### config.mk
export PLATFORM = sky130hd
export DESIGN_NAME = pfs_fetch_steer
export DESIGN_NICKNAME = d
export VERILOG_FILES = /design/src/rtl/pfs_pkg.sv /design/src/rtl/pfs_mode_decode.sv /design/src/rtl/pfs_slot_timing.sv /design/src/rtl/pfs_port_regs.sv /design/src/rtl/pfs_fetch_steer.sv
export SDC_FILE = /design/constraint.sdc
export NUM_CORES = 1
export LEC_CHECK = 0
export CAP_MARGIN = 5
export CORE_MARGIN = 2
export CORE_UTILIZATION = 30
export DETAILED_ROUTE_END_ITERATION = 6
export GPL_ROUTABILITY_DRIVEN = 0
export HOLD_SLACK_MARGIN = 0.05
export SYNTH_ARGS = -nofsm -noshare
export SYNTH_HDL_FRONTEND = slang
export SYNTH_SLANG_ARGS = --single-unit
### constraint.sdc
create_clock -name clk -period 6 [get_ports clk]
set_clock_uncertainty 0.1 [all_clocks]
set_input_delay 1.2 -clock clk [delete_from_list [all_inputs] [get_ports clk]]
set_output_delay 1.2 -clock clk [all_outputs]
set_load 0.005 [all_outputs]
### src/rtl/pfs_pkg.sv
package pfs_pkg;
  typedef enum logic [1:0] {
    BUS_NONE = 2'd0,
    BUS_PRI  = 2'd1,
    BUS_SEC  = 2'd2
  } bus_sel_e;

  localparam int PH_W    = 4;
  localparam int SLOT_PH = 6;
endpackage

### src/rtl/pfs_mode_decode.sv
module pfs_mode_decode
  import pfs_pkg::*;
#(
  parameter int ADDR_W = 16,
  parameter logic [ADDR_W-1:0] SPLIT = 16'h2000
) (
  input  logic              bus_en,
  input  logic              ext_acc,
  input  logic [ADDR_W-1:0] addr,
  output bus_sel_e          sel,
  output logic              invalid
);
  always_comb begin
    invalid = !bus_en && ext_acc;
    if (invalid)       sel = BUS_NONE;
    else if (!bus_en)  sel = BUS_PRI;
    else if (!ext_acc) sel = BUS_SEC;
    else if (addr < SPLIT) sel = BUS_SEC;
    else               sel = BUS_PRI;
  end
endmodule

### src/rtl/pfs_slot_timing.sv
module pfs_slot_timing #(
  parameter int PH_W    = 4,
  parameter int SLOT_PH = 6
) (
  input  logic [PH_W-1:0] phase,
  output logic            slot_first,
  output logic            slot_last,
  output logic            addr_win,
  output logic            strobe_win,
  output logic            second_slot
);
  localparam logic [PH_W-1:0] SLOT_V   = PH_W'(SLOT_PH);
  localparam logic [PH_W-1:0] LAST_V   = PH_W'(SLOT_PH - 1);
  localparam logic [PH_W-1:0] STROBE_V = PH_W'(SLOT_PH / 2);

  logic [PH_W-1:0] off;

  always_comb begin
    second_slot = (phase >= SLOT_V);
    off         = second_slot ? (phase - SLOT_V) : phase;
    slot_first  = (off == '0);
    slot_last   = (off == LAST_V);
    addr_win    = (off < STROBE_V);
    strobe_win  = (off >= STROBE_V);
  end
endmodule

### src/rtl/pfs_port_regs.sv
module pfs_port_regs #(
  parameter int DATA_W = 8,
  parameter int SFR_AW = 8,
  parameter logic [SFR_AW-1:0] P5_ADDR = 8'h91,
  parameter logic [SFR_AW-1:0] P6_ADDR = 8'hA1
) (
  input  logic              clk,
  input  logic              rst,
  input  logic              bus_en,
  input  logic              sfr_wr,
  input  logic              sfr_rd,
  input  logic [SFR_AW-1:0] sfr_addr,
  input  logic [DATA_W-1:0] sfr_wdata,
  output logic [DATA_W-1:0] p5_reg,
  output logic [DATA_W-1:0] p6_reg,
  output logic [DATA_W-1:0] sfr_rdata,
  output logic              io_err
);
  logic hit5, hit6;

  assign hit5   = (sfr_addr == P5_ADDR);
  assign hit6   = (sfr_addr == P6_ADDR);
  assign io_err = bus_en && (sfr_wr || sfr_rd) && (hit5 || hit6);

  always_ff @(posedge clk) begin
    if (rst) begin
      p5_reg    <= '1;
      p6_reg    <= '1;
      sfr_rdata <= '0;
    end else begin
      if (sfr_wr && !bus_en && hit5) p5_reg <= sfr_wdata;
      if (sfr_wr && !bus_en && hit6) p6_reg <= sfr_wdata;
      if (sfr_rd && !bus_en && hit5)      sfr_rdata <= p5_reg;
      else if (sfr_rd && !bus_en && hit6) sfr_rdata <= p6_reg;
      else                                sfr_rdata <= '0;
    end
  end
endmodule

### src/rtl/pfs_fetch_steer.sv
module pfs_fetch_steer
  import pfs_pkg::*;
#(
  parameter int DATA_W = 8,
  parameter int SFR_AW = 8,
  parameter logic [2*DATA_W-1:0] SPLIT = 16'h2000,
  parameter logic [SFR_AW-1:0] P5_ADDR = 8'h91,
  parameter logic [SFR_AW-1:0] P6_ADDR = 8'hA1
) (
  input  logic                clk,
  input  logic                rst,
  input  logic                bus_en,
  input  logic                ext_acc,
  input  logic                fetch_req,
  input  logic [2*DATA_W-1:0] fetch_addr,
  input  logic [PH_W-1:0]     phase,
  input  logic                xdata_cyc,
  input  logic [DATA_W-1:0]   p0_in,
  input  logic [DATA_W-1:0]   p5_in,
  input  logic                sfr_wr,
  input  logic                sfr_rd,
  input  logic [SFR_AW-1:0]   sfr_addr,
  input  logic [DATA_W-1:0]   sfr_wdata,
  output logic                ale,
  output logic                pri_rd,
  output logic                sec_rd,
  output logic [DATA_W-1:0]   p0_out,
  output logic                p0_oe,
  output logic [DATA_W-1:0]   p2_out,
  output logic [DATA_W-1:0]   p5_out,
  output logic                p5_oe,
  output logic [DATA_W-1:0]   p6_out,
  output logic [DATA_W-1:0]   opcode,
  output logic                opcode_vld,
  output logic                err,
  output logic [DATA_W-1:0]   sfr_rdata
);
  localparam int ADDR_W = 2 * DATA_W;

  bus_sel_e dec_sel, sel_q, cur_sel;
  logic     dec_inv;
  logic     slot_first, slot_last, addr_win, strobe_win, second_slot;
  logic     io_err, skip, go, act_q;
  logic [DATA_W-1:0] p5_reg, p6_reg;
  logic [DATA_W-1:0] p0_q, p2_q, sec_lo_q, sec_hi_q, opc_q;
  logic ale_q, pri_q, sec_q, p0_oe_q, sec_oe_q, vld_q, err_q;

  pfs_mode_decode #(.ADDR_W(ADDR_W), .SPLIT(SPLIT)) u_dec (
    .bus_en (bus_en),
    .ext_acc(ext_acc),
    .addr   (fetch_addr),
    .sel    (dec_sel),
    .invalid(dec_inv)
  );

  pfs_slot_timing #(.PH_W(PH_W), .SLOT_PH(SLOT_PH)) u_tim (
    .phase      (phase),
    .slot_first (slot_first),
    .slot_last  (slot_last),
    .addr_win   (addr_win),
    .strobe_win (strobe_win),
    .second_slot(second_slot)
  );

  pfs_port_regs #(
    .DATA_W(DATA_W), .SFR_AW(SFR_AW), .P5_ADDR(P5_ADDR), .P6_ADDR(P6_ADDR)
  ) u_ports (
    .clk      (clk),
    .rst      (rst),
    .bus_en   (bus_en),
    .sfr_wr   (sfr_wr),
    .sfr_rd   (sfr_rd),
    .sfr_addr (sfr_addr),
    .sfr_wdata(sfr_wdata),
    .p5_reg   (p5_reg),
    .p6_reg   (p6_reg),
    .sfr_rdata(sfr_rdata),
    .io_err   (io_err)
  );

  // A slot becomes active at its first phase; a data cycle claims slot two.
  always_comb begin
    skip    = second_slot && xdata_cyc;
    cur_sel = slot_first ? dec_sel : sel_q;
    go      = !dec_inv && !skip &&
              (slot_first ? (fetch_req && dec_sel != BUS_NONE) : act_q);
  end

  always_ff @(posedge clk) begin
    if (rst) begin
      act_q    <= 1'b0;
      sel_q    <= BUS_NONE;
      ale_q    <= 1'b0;
      pri_q    <= 1'b0;
      sec_q    <= 1'b0;
      p0_oe_q  <= 1'b0;
      sec_oe_q <= 1'b0;
      p0_q     <= '0;
      p2_q     <= '0;
      sec_lo_q <= '0;
      sec_hi_q <= '0;
      opc_q    <= '0;
      vld_q    <= 1'b0;
      err_q    <= 1'b0;
    end else begin
      act_q    <= go && !slot_last;
      ale_q    <= go && slot_first;
      pri_q    <= go && cur_sel == BUS_PRI && strobe_win;
      sec_q    <= go && cur_sel == BUS_SEC && strobe_win;
      p0_oe_q  <= go && cur_sel == BUS_PRI && addr_win;
      sec_oe_q <= go && cur_sel == BUS_SEC && addr_win;
      vld_q    <= go && slot_last;
      err_q    <= dec_inv || io_err;
      if (go && slot_first) begin
        sel_q <= dec_sel;
        if (dec_sel == BUS_PRI) begin
          p0_q <= fetch_addr[DATA_W-1:0];
          p2_q <= fetch_addr[ADDR_W-1:DATA_W];
        end else begin
          sec_lo_q <= fetch_addr[DATA_W-1:0];
          sec_hi_q <= fetch_addr[ADDR_W-1:DATA_W];
        end
      end
      if (go && slot_last)
        opc_q <= (cur_sel == BUS_PRI) ? p0_in : p5_in;
    end
  end

  assign ale        = ale_q;
  assign pri_rd     = pri_q;
  assign sec_rd     = sec_q;
  assign p0_out     = p0_q;
  assign p0_oe      = p0_oe_q;
  assign p2_out     = p2_q;
  assign p5_out     = bus_en ? sec_lo_q : p5_reg;
  assign p5_oe      = bus_en ? sec_oe_q : 1'b1;
  assign p6_out     = bus_en ? sec_hi_q : p6_reg;
  assign opcode     = opc_q;
  assign opcode_vld = vld_q;
  assign err        = err_q;
endmodule

Yosys cells after proc, flatten, opt, wreduce, memory -nomap -nowiden. Cells that the tools add are included.

Logic and storage cells: 75. Register bits: 74.

Add/subtract/negate cells: 1. $lt $le $gt $ge: 4. Reductions and logical operators: 33. Mux-type cells: 13. Equality and inequality tests: 6. Bitwise gates (word level): 1.

Operator list (number): 8-bit 2-to-1 mux (5); 1-bit logical AND (22); 8-bit equality test, second input constant (2); 16-bit by 14-bit less-than comparator with 1-bit output, second input constant (1); 2-bit 2-to-1 mux (5); 2-bit by 1-bit equality test with 1-bit output, second input constant (2); 4-bit by 3-bit equality test with 1-bit output, second input constant (1); 4-bit by 2-bit greater-or-equal comparator with 1-bit output, second input constant (1); 4-bit by 3-bit greater-or-equal comparator with 1-bit output, second input constant (1); 1-bit zero test (4); 4-bit zero test (1); 4-bit by 2-bit less-than comparator with 1-bit output, second input constant (1); 4-bit 2-to-1 mux (1); 2-bit AND reduction (2); 4-bit by 3-bit subtractor with 4-bit output, second input constant (1); 1-bit logical OR (3); 2-bit equality test, second input constant (1); 1-bit 2-to-1 mux (2); 2-bit nonzero test (1); 1-bit NOT (1).

Longest topological paths before layout. Gate-level depths: netlist of run 1.

Depth after elaboration: 11. Mapped depth: 7. Gate-level depth less buffers: 6.

Hierarchy. A second synthesis of run 1 with hierarchy kept.

Cell total of the unflattened synthesis: 324. Area, all modules: 3163.0 um^2.

By module, submodules not included: pfs_fetch_steer (cells each 209, instances 1, area an instance 2044.5 um^2); pfs_port_regs (cells each 97, instances 1, area an instance 980.9 um^2); pfs_slot_timing (cells each 14, instances 1, area an instance 102.6 um^2); pfs_mode_decode (cells each 4, instances 1, area an instance 35.0 um^2).

Worst setup path after synthesis of run 1. OpenSTA, ideal clock, no wires.

Path type: input to output. From: input port bus_en. To: output port p5_out[5]. Data required time: 4.700 ns. Cell stages on the path: 3. Arrival time: 2.299 ns. Slack: 2.401 ns. Path buffers: 2. Cells stage by stage: buf_1 buf_1 mux2_2.

Longest elaborated chain between the ends: 1.

Ends and longest elaborated chain: from (decl) (line pfs_fetch_steer.sv:12) `input logic bus_en,`; 8-bit 2-to-1 mux (line pfs_fetch_steer.sv:135) `assign p5_out = bus_en ? sec_lo_q : p5_reg;`; to (decl) (line pfs_fetch_steer.sv:30) `output logic [DATA_W-1:0] p5_out,`.

No other way between the ends.

Final worst setup path of run 1.
From: input port bus_en. To: output port p5_out[6].

The elaborated chain is that of the path after synthesis.

==> results of run 1 <==
[worst max-delay path by stage]
| stage | from | endpoint | slack, ns | depth (start not counted) |
|---|---|---|---|---|
| 3_3_place_gp | bus_en | p5_out[7] | 1.52 | 3 |
| 3_5_place_dp | bus_en | p5_out[6] | 1.45 | 3 |
| 6_report | bus_en | p5_out[6] | 1.48 | 3 |
| 4_1_cts | bus_en | p5_out[6] | 1.44 | 3 |
| 5_1_grt | bus_en | p5_out[6] | 1.37 | 3 |
| 2_1_floorplan | bus_en | p5_out[5] | 2.40 | 3 |
[stage by stage]
step	instances	worst slack (ns)
3_5_place_dp	567	1.45
5_1_grt	583	1.37
6_report	583	1.48
4_1_cts	583	1.44
2_1_floorplan	336	2.40
3_3_place_gp	567	1.52
[kinds of logic after synthesis]
kind of cell | Yosys count | share of synthesized area (%)
AOI/OAI and AO/OA | 63 | 14.8
xor gates and xnor gates | 1 | 0.275
buffers and inverters | 32 | 5.11
DFF | 74 | 46.5
adders and majority gates | 1 | 0.393
and+or+nand+nor | 123 | 18.7
muxes | 42 | 14.3
[area by class of cell]
class                   count  area (µm²)
clock buffers              10         138
clock inverters             6        88.8
fillers                   997        5710
inverters                  11        41.3
multi-input cells         230        1540
flip-flops and latches     74        1480
well taps                 136         170
repair buffers            116        1150
[cell usage in the layout (no fill, tap or decap), types with 5 or more instances in the layout]
master and count:
nand2_1 35, nor2_1 52, a21oi_1 27, a211o_1 9
clkdlybuf4s50_1 113, mux2_2 16, a211oi_2 8, nand2b_1 5
inv_1 11, clkbuf_8 10, mux2i_1 24, dfxtp_1 74
nor3_1 10, a22oi_1 8
[routing by layer]
| layer | wire (µm) | up-vias |
|---|---|---|
| met3 | 538 | 4 |
| li1 | - | 1371 |
| met4 | 70 | 0 |
| met2 | 4200 | 92 |
| met1 | 3970 | 1254 |
| met5 | 0 | - |
[worst max-delay path: stages]
cell and delay (ns):
clkdlybuf4s50_1 1.13, mux2_2 0.42, clkdlybuf4s50_1 0.45
[power groups by stage]
stage               Combinational [mW]  Clock, mW  Sequential [mW]
floorplan                       0.0469          0            0.507
global placement                 0.114          0            0.507
detailed placement               0.115          0            0.507
CTS                              0.116      0.453            0.496
global route                     0.124      0.477            0.496
finish                           0.114      0.440            0.495
==> results.md, run 1 <==
- Worst path arrival time: ~3.2 ns
- Resize count post-CTS: 0
- Area contributors post-synth: dfxtp_1, mux2i_1, nor2_1, mux2_2, a21oi_1
- # IOs: around 120
- Final net count: 503
- Die ar.: 0.0115 mm²
- Post-synth top flop: dfxtp_1
- First-pass GRT wire length: roughly 14000 µm
- Core Region: 0.0103 mm²
- Final core utilization: 44.7%
- P_sw: approximately 0.24 mW
- R2R Setup Slk: roughly 4.2 ns
- WP data required: roughly 4.7 ns
- Antenna violations before repair: 0
- Final worst-path cycle share: around three quarters
- Worst Hold End: sec_hi_q[7]$_SDFFE_PP0P_
- PortBufs: 114
- Seq pwr share: 47.2%
- CTS Hold Bufs: 0
- Crit. End Element: output port
- Crit Path Class: in -> out
- Pwr Total: 1.05 mW
- Hold WS: about 0.36 ns
- Post-synth ARST share: 0%
- Gr busiest metal: met2
- Starting DRT DRC Count: 96
- Layout area overhead: 44.8%
- Startpoint types: input pin
- Post-route ant nets: 0
- Routing usage on met3: just over 4%
- Die height: roughly 110 µm
- Pre-Repair DR Iteration Count: 4
- Initial core utilization: a little under a third
- Synth Register Bits: 74
- Warnings, synthesis: 0
- Final Setup Violations: 0
- Largest net degree at the start of global routing: 52
- HPWL after DPL: 6570 µm
- Vias per cell: roughly 4.7
- H-tree lvl count: 3
- Die width: around 110 µm
- Max clock buf depth: 2
- Clk pin slew, worst setup/hold paths: roughly 0.08 ns
- Setup Total Neg Slack: 0 ns
- Met2 usage: about a quarter
- Reg-to-reg critical path startpoint: act_q$_SDFF_PP0_
- Pwr Density: between 200 and 250 mW/mm²
- Worst-path maximum fanout: 22
- Leak: about 1.6 nW
- RSZ-0062 raised after global routing: false
- Least-Margin Pin Slew: around 1 ns
- Final max-slew violation count: 0
- ANT cells: 0
- Tot GR Track Use: around 16%
- Fin. Hold Viols: 0
- Yosys cell types: 46
- Top-count cell post-synth: dfxtp_1
- CTS tree: built
- Max Clock Freq: 0.221 GHz
- Switching share of power: between 20% and 30%
- Vias in the first global route: about 2600
- Vias: ~2700
- Drt wl/cell: roughly 15 µm
- TritonCTS buffer count: 9
- Row count: 37
- Clock latency on the worst-skew pair: around 0.34 ns
- Share of cells above drive strength 1: approximately 13%
- Post-layout min period: around 4.5 ns
- Fin area: around 0.0046 mm²
- CTS sink cnt: 74
- Residual DRC: 0
- Final wirelength: between 8000 and 9000 µm
- Post-CTS Setup Repair Bufs: 0
- Clock tree root buffer cell: clkbuf_8
- Mapped Avg Cell Area: ~9.5 µm²
- EDFF count, synth: 0
- Share of the synthesized area in the top cell type: about 47%
- Min-delay src: sec_hi_q[7]$_SDFFE_PP0P_
- Yosys top cell by area: dfxtp_1
- GR Layer Usage met1: between 20% and 30%
- Placed Area: about 0.0044 mm²
- Internal power: about 0.81 mW
- Congestion Overflow GR: 0
- Hold path depth: 2
- VDD IR max: roughly 110 µV
- Post-Syn Instances: between 300 and 400
- Hold Path Class: reg -> reg
- Status: completed
- Critical R2R Capture: opcode[6]$_SDFFE_PP0P_
- Clock share of power: about two fifths
- Slew margin rel.: between 30 and 40%
- Synthesized cell area: about 0.0032 mm²
- Max-cap violations: 0
- Register area share after synthesis: a little under half
- Syn nets: between 300 and 400
- Combinational Power Share: between 10% and 20%
- Worst reg-to-reg path cell count: 4
- Most instantiated cells after synthesis: dfxtp_1, nor2_1, nand2_1
No activity file was read; power rests on OpenSTA's default activity.
==> inputs of run 2 (changes only) <==
clock period = 4.2 ns   (was 6 ns; I/O delays follow)
==> run 2 against run 1 <==
Against the previous run: die area did not move; largest power group is now clock; highest routed layer unchanged; core utilization rose by 0.61 points; sequential power rose by 43%; non-clock buffer count rose by 3.
==> results.md, run 2 (same netlist as run 1, synthesis figures left out) <==
- Hold path depth: 2
- First-pass GRT wire length: around 13000 µm
- Die height: ~110 µm
- Seq pwr share: around 44%
- Initial core utilization: 30.9%
- Critical Path Most Common Cell: clkdlybuf4s50_1
- H-tree lvl count: 3
- Drt wl/cell: about 15 µm
- Resize count post-CTS: 0
- VDD IR max: 162 µV
- Max clock buf depth: 2
- Final max-slew violation count: 0
- Crit Path Class: in -> out
- Vias: approximately 2700
- P_sw: 0.332 mW
- Combinational Power Share: between 10% and 20%
- Sequence of cells on the critical path: clkdlybuf4s50_1 -> buf_4 -> mux2_2 -> clkdlybuf4s50_1
- Final worst-path cycle share: 80.2%
- Fillers: ~1000
- Pre-Repair DR Iteration Count: 4
- Post-layout min period: 3.37 ns
- Pre-CTS worst setup slack: roughly 0.84 ns
- Final net count: 506
- Starting DRT DRC Count: 105
- Switching share of power: roughly a fifth
- Crit path depth: 4
- CTS Hold Bufs: 0
- Clock share of power: 45.6%
- RSZ-0062 raised after global routing: false
- Leak: between 1.5 and 2 nW
- Status: completed
- Most common cell after layout, fill and taps aside: clkdlybuf4s50_1
- CTS sink cnt: 74
- Slew margin rel.: a little under three fifths
- R2R Setup Slk: 2.64 ns
- Die ar.: about 0.011 mm²
- Tot GR Track Use: approximately 15%
- Clock latency on the worst-skew pair: around 0.33 ns
- FF/Latch Area: about 0.0015 mm²
- Fin worst setup slack: between 0.8 and 0.9 ns
- Max-cap violations: 0
- Startpoint types: input pin
- Row count: 37
- Hold Path Class: reg -> reg
- Pwr Total: 1.61 mW
- Buf/Inv on CP: 3
- Post-route ant nets: 0
- Residual DRC: 0
- Antenna violations before repair: 0
- Layout area overhead: 46.7%
- HPWL after DPL: roughly 6500 µm
- CP top delay family: buffers and inverters
- CTS tree: built
- Final Setup Violations: 0
- Core Region: between 0.01 and 0.015 mm²
- Setup Total Neg Slack: 0 ns
- Internal power: 1.27 mW
- PortBufs: about 110
- Clk pin slew, worst setup/hold paths: approximately 0.08 ns
- Vias in the first global route: between 2000 and 3000
- Crit. End Element: output port
- Share of cells above drive strength 1: between 10% and 20%
- Worst path max stage delay: ~0.46 ns
- Fin. Hold Viols: 0
- Clock tree root buffer cell: clkbuf_8
- Most frequent cells in the layout: clkdlybuf4s50_1, dfxtp_1, nor2_1
- Congestion Overflow GR: 0
- Final core utilization: 45.3%
- Vias per cell: 4.63
- Multi-input logic area: ~0.0015 mm²
- Final wirelength: 8640 µm
- Largest net degree at the start of global routing: 31
- Die width: ~110 µm
- Worst path arrival time: approximately 2.4 ns
- WP data required: approximately 3.3 ns
- Worst reg-to-reg path cell count: 4
- Worst-path maximum fanout: 22
- Max Clock Freq: ~0.3 GHz
- Slowest CP cell: clkdlybuf4s50_1
- Pwr Density: ~340 mW/mm²
- Post-CTS Setup Repair Bufs: 0
- TritonCTS buffer count: 9
- # IOs: 115
- ANT cells: 0
- Least-Margin Pin Slew: ~0.67 ns
[run 2: changes by cell type in the layout (fill, tap and decap cells not counted), sizes merged]
cell,change
clkinvlp,-2
bufinv,+2
inv,-1
clkbuf,+1
buf,+3
[run 2: layout make-up]
type / count / area share, %
Clock buffer: 11 / 3.02
Clock inverter: 5 / 2.68
Inverter: 11 / 0.883
Multi-Input combinational cell: 230 / 33.0
Sequential cell: 74 / 31.7
Tap cell: 136 / 3.64
Timing Repair Buffer: 119 / 25.1
[run 2: power by group through the flow]
| stage | Clock, mW | Combinational [mW] | Sequential (mW) |
|---|---|---|---|
| 2_1_floorplan | 0 | 0.0670 | 0.724 |
| 3_3_place_gp | 0 | 0.163 | 0.724 |
| 3_5_place_dp | 0 | 0.166 | 0.724 |
| 4_1_cts | 0.754 | 0.167 | 0.708 |
| 5_1_grt | 0.779 | 0.177 | 0.708 |
| 6_report | 0.733 | 0.165 | 0.708 |
[run 2: worst paths after layout]
path                       startpoint                        to
max                            bus_en                 p5_out[0]
min          sec_lo_q[4]$_SDFFE_PP0P_  sec_lo_q[4]$_SDFFE_PP0P_
max reg2reg     sel_q[1]$_SDFFE_PP0P_    opcode[3]$_SDFFE_PP0P_
min reg2reg  sec_lo_q[4]$_SDFFE_PP0P_  sec_lo_q[4]$_SDFFE_PP0P_
[run 2: per-stage QoR]
stage / hold slack [ns] / cell area [µm²] / cells
final: 0.358 / 4670 / 586
after CTS: 0.359 / 4670 / 586
after floorplan: 0.333 / 3190 / 336
after global placement: 0.355 / 4410 / 570
after detailed placement: 0.346 / 4410 / 570
after global routing: 0.384 / 4670 / 586
[run 2: layer usage]
layer / wire length [µm] / vias up / track usage, % / share of wire, %
met4: 127 / 0 / 6.03 / 1.5
met3: 468 / 7 / 3.22 / 5.4
met1: 4030 / 1253 / 20.2 / 47
met2: 4010 / 73 / 23.8 / 46
li1: - / 1378 / - / -
met5: 0 / - / 0 / 0
[run 2: worst min-delay path: stages (launching register included)]
cell and delay (ns):
dfxtp_1 0.31, nand2_1 0.05, a21oi_1 0.05
==> inputs of run 3 (changes only) <==
clock period = 3.25 ns   (was 4.2 ns; I/O delays follow)
==> run 3 against run 2 <==
Against the previous run: combinational power increased by 32%; clock power is 6.0% lower; hold slack gained 0.0019 ns; first-iteration DRC count is 7.6% higher; global-route usage is essentially flat; non-clock buffer count did not move; core utilization decreased by 0.68 points; power up 13%; sequential power increased by 29%; cell area decreased by 1.5%; critical path depth unchanged; wire length shrank 2.2%.
==> results.md, run 3 (same netlist as run 1, synthesis figures left out) <==
- Post-layout min period: a little under 3 ns
- TritonCTS buffer count: 9
- Initial core utilization: a little under a third
- Drt wl/cell: between 10 and 15 µm
- Placed Area: around 0.0044 mm²
- Worst-path maximum fanout: 22
- Share of cells above drive strength 1: between 10% and 20%
- Leak: between 1.5 and 2 nW
- Clk pin slew, worst setup/hold paths: 0.08 ns
- Max clock buf depth: 2
- Vias: ~2700
- Die width: around 110 µm
- Fillers: between 900 and 1000
- Residual DRC: 0
- Layout area overhead: 44.5%
- Final core utilization: between 40% and 50%
- Vias in the first global route: ~2600
- Hold Path Class: reg -> reg
- H-tree lvl count: 3
- Slew margin rel.: between 40 and 50%
- Post-route ant nets: 0
- Max Clock Freq: 0.342 GHz
- Antenna violations before repair: 0
- Crit. End Element: output port
- Pre-Repair DR Iteration Count: 4
- Clock latency on the worst-skew pair: approximately 0.34 ns
- Fin. Hold Viols: 0
- Die ar.: 0.0115 mm²
- # IOs: around 120
- HPWL after DPL: about 6300 µm
- CTS Hold Bufs: 0
- Hold path depth: 2
- Crit Path Class: in -> out
- Dpl cells: 570
- Most frequent cells in the layout: clkdlybuf4s50_1, dfxtp_1, nor2_1
- Max-cap violations: 0
- Startpoint types: input pin
- Final Setup Violations: 0
- Row count: 37
- Vias per cell: around 4.6
- Least-Margin Pin Slew: 0.815 ns
- FF/Latch Area: between 0.001 and 0.0015 mm²
- Final worst-path cycle share: between 90 and 100%
- Die height: around 110 µm
- VDD IR max: roughly 190 µV
- First-pass GRT wire length: approximately 14000 µm
- Hold WS: about 0.36 ns
- Final wirelength: approximately 8400 µm
- Largest net degree at the start of global routing: 36
- Multi-input logic area: ~0.0015 mm²
- Worst reg-to-reg path cell count: 4
- Congestion Overflow GR: 0
- Fin worst setup slack: roughly 0.32 ns
- Tot GR Track Use: between 15 and 20%
- Fin area: 0.00460 mm²
- Clock tree root buffer cell: clkbuf_8
- Pwr Total: between 1.5 and 2 mW
- Worst path arrival time: roughly 2.2 ns
- Most common cell after layout, fill and taps aside: clkdlybuf4s50_1
- Final net count: 506
- Starting DRT DRC Count: around 110
- CTS sink cnt: 74
- Status: completed
- Final max-slew violation count: 0
- WP data required: ~2.5 ns
- Post-CTS Setup Repair Bufs: 0
- Pwr Density: 395 mW/mm²
- RSZ-0062 raised after global routing: false
- Resize count post-CTS: 0
- ANT cells: 0
- PortBufs: between 100 and 150
- Setup Total Neg Slack: 0 ns
- Layout Cells excl Fill: 585
- Pre-CTS worst setup slack: 0.161 ns
- Core Region: between 0.01 and 0.015 mm²
- CTS tree: built
run 3: changes by cell type in the layout (fill, tap and decap cells not counted), sizes merged:
cell,delta
bufinv,-3
clkinv,+2
clkbuf,-1
clkinvlp,+1
run 3: path summary, 6_finish.rpt:
check | start | end | slack (ns)
setup reg to reg | act_q$_SDFF_PP0_ | opcode[4]$_SDFFE_PP0P_ | 1.49
hold / removal | sec_lo_q[4]$_SDFFE_PP0P_ | sec_lo_q[4]$_SDFFE_PP0P_ | 0.36
setup / recovery | bus_en | p6_out[0] | 0.32
hold reg to reg | sec_lo_q[4]$_SDFFE_PP0P_ | sec_lo_q[4]$_SDFFE_PP0P_ | 0.36
run 3: layout make-up:
cell class	instances	share of cell area [%]
multi-input combinational	230	33.5
inverter	11	0.897
sequential	74	32.2
clock buffer	10	2.77
clock inverter	5	1.22
tap	136	3.70
timing repair buffer	119	25.8
run 3: metal layers:
layer | GRT usage [%] | vias up | wire, µm
met5 | 0 | - | 0
met3 | 3.40 | 12 | 451
met4 | 5.84 | 0 | 150
met1 | 20.3 | 1225 | 3980
li1 | - | 1364 | -
met2 | 23.6 | 79 | 3860
run 3: worst max-delay path, stage by stage:
cell and delay, ns:
clkdlybuf4s50_1 0.51, buf_12 0.18, mux2_2 0.37, clkdlybuf4s50_1 0.45
run 3: power breakdown:
group / total [mW] / internal, mW / switching (mW)
clock: 0.689 / 0.349 / 0.340
sequential: 0.915 / 0.912 / 0.00298
combinational: 0.217 / 0.128 / 0.0891
total: 1.82 / 1.39 / 0.432
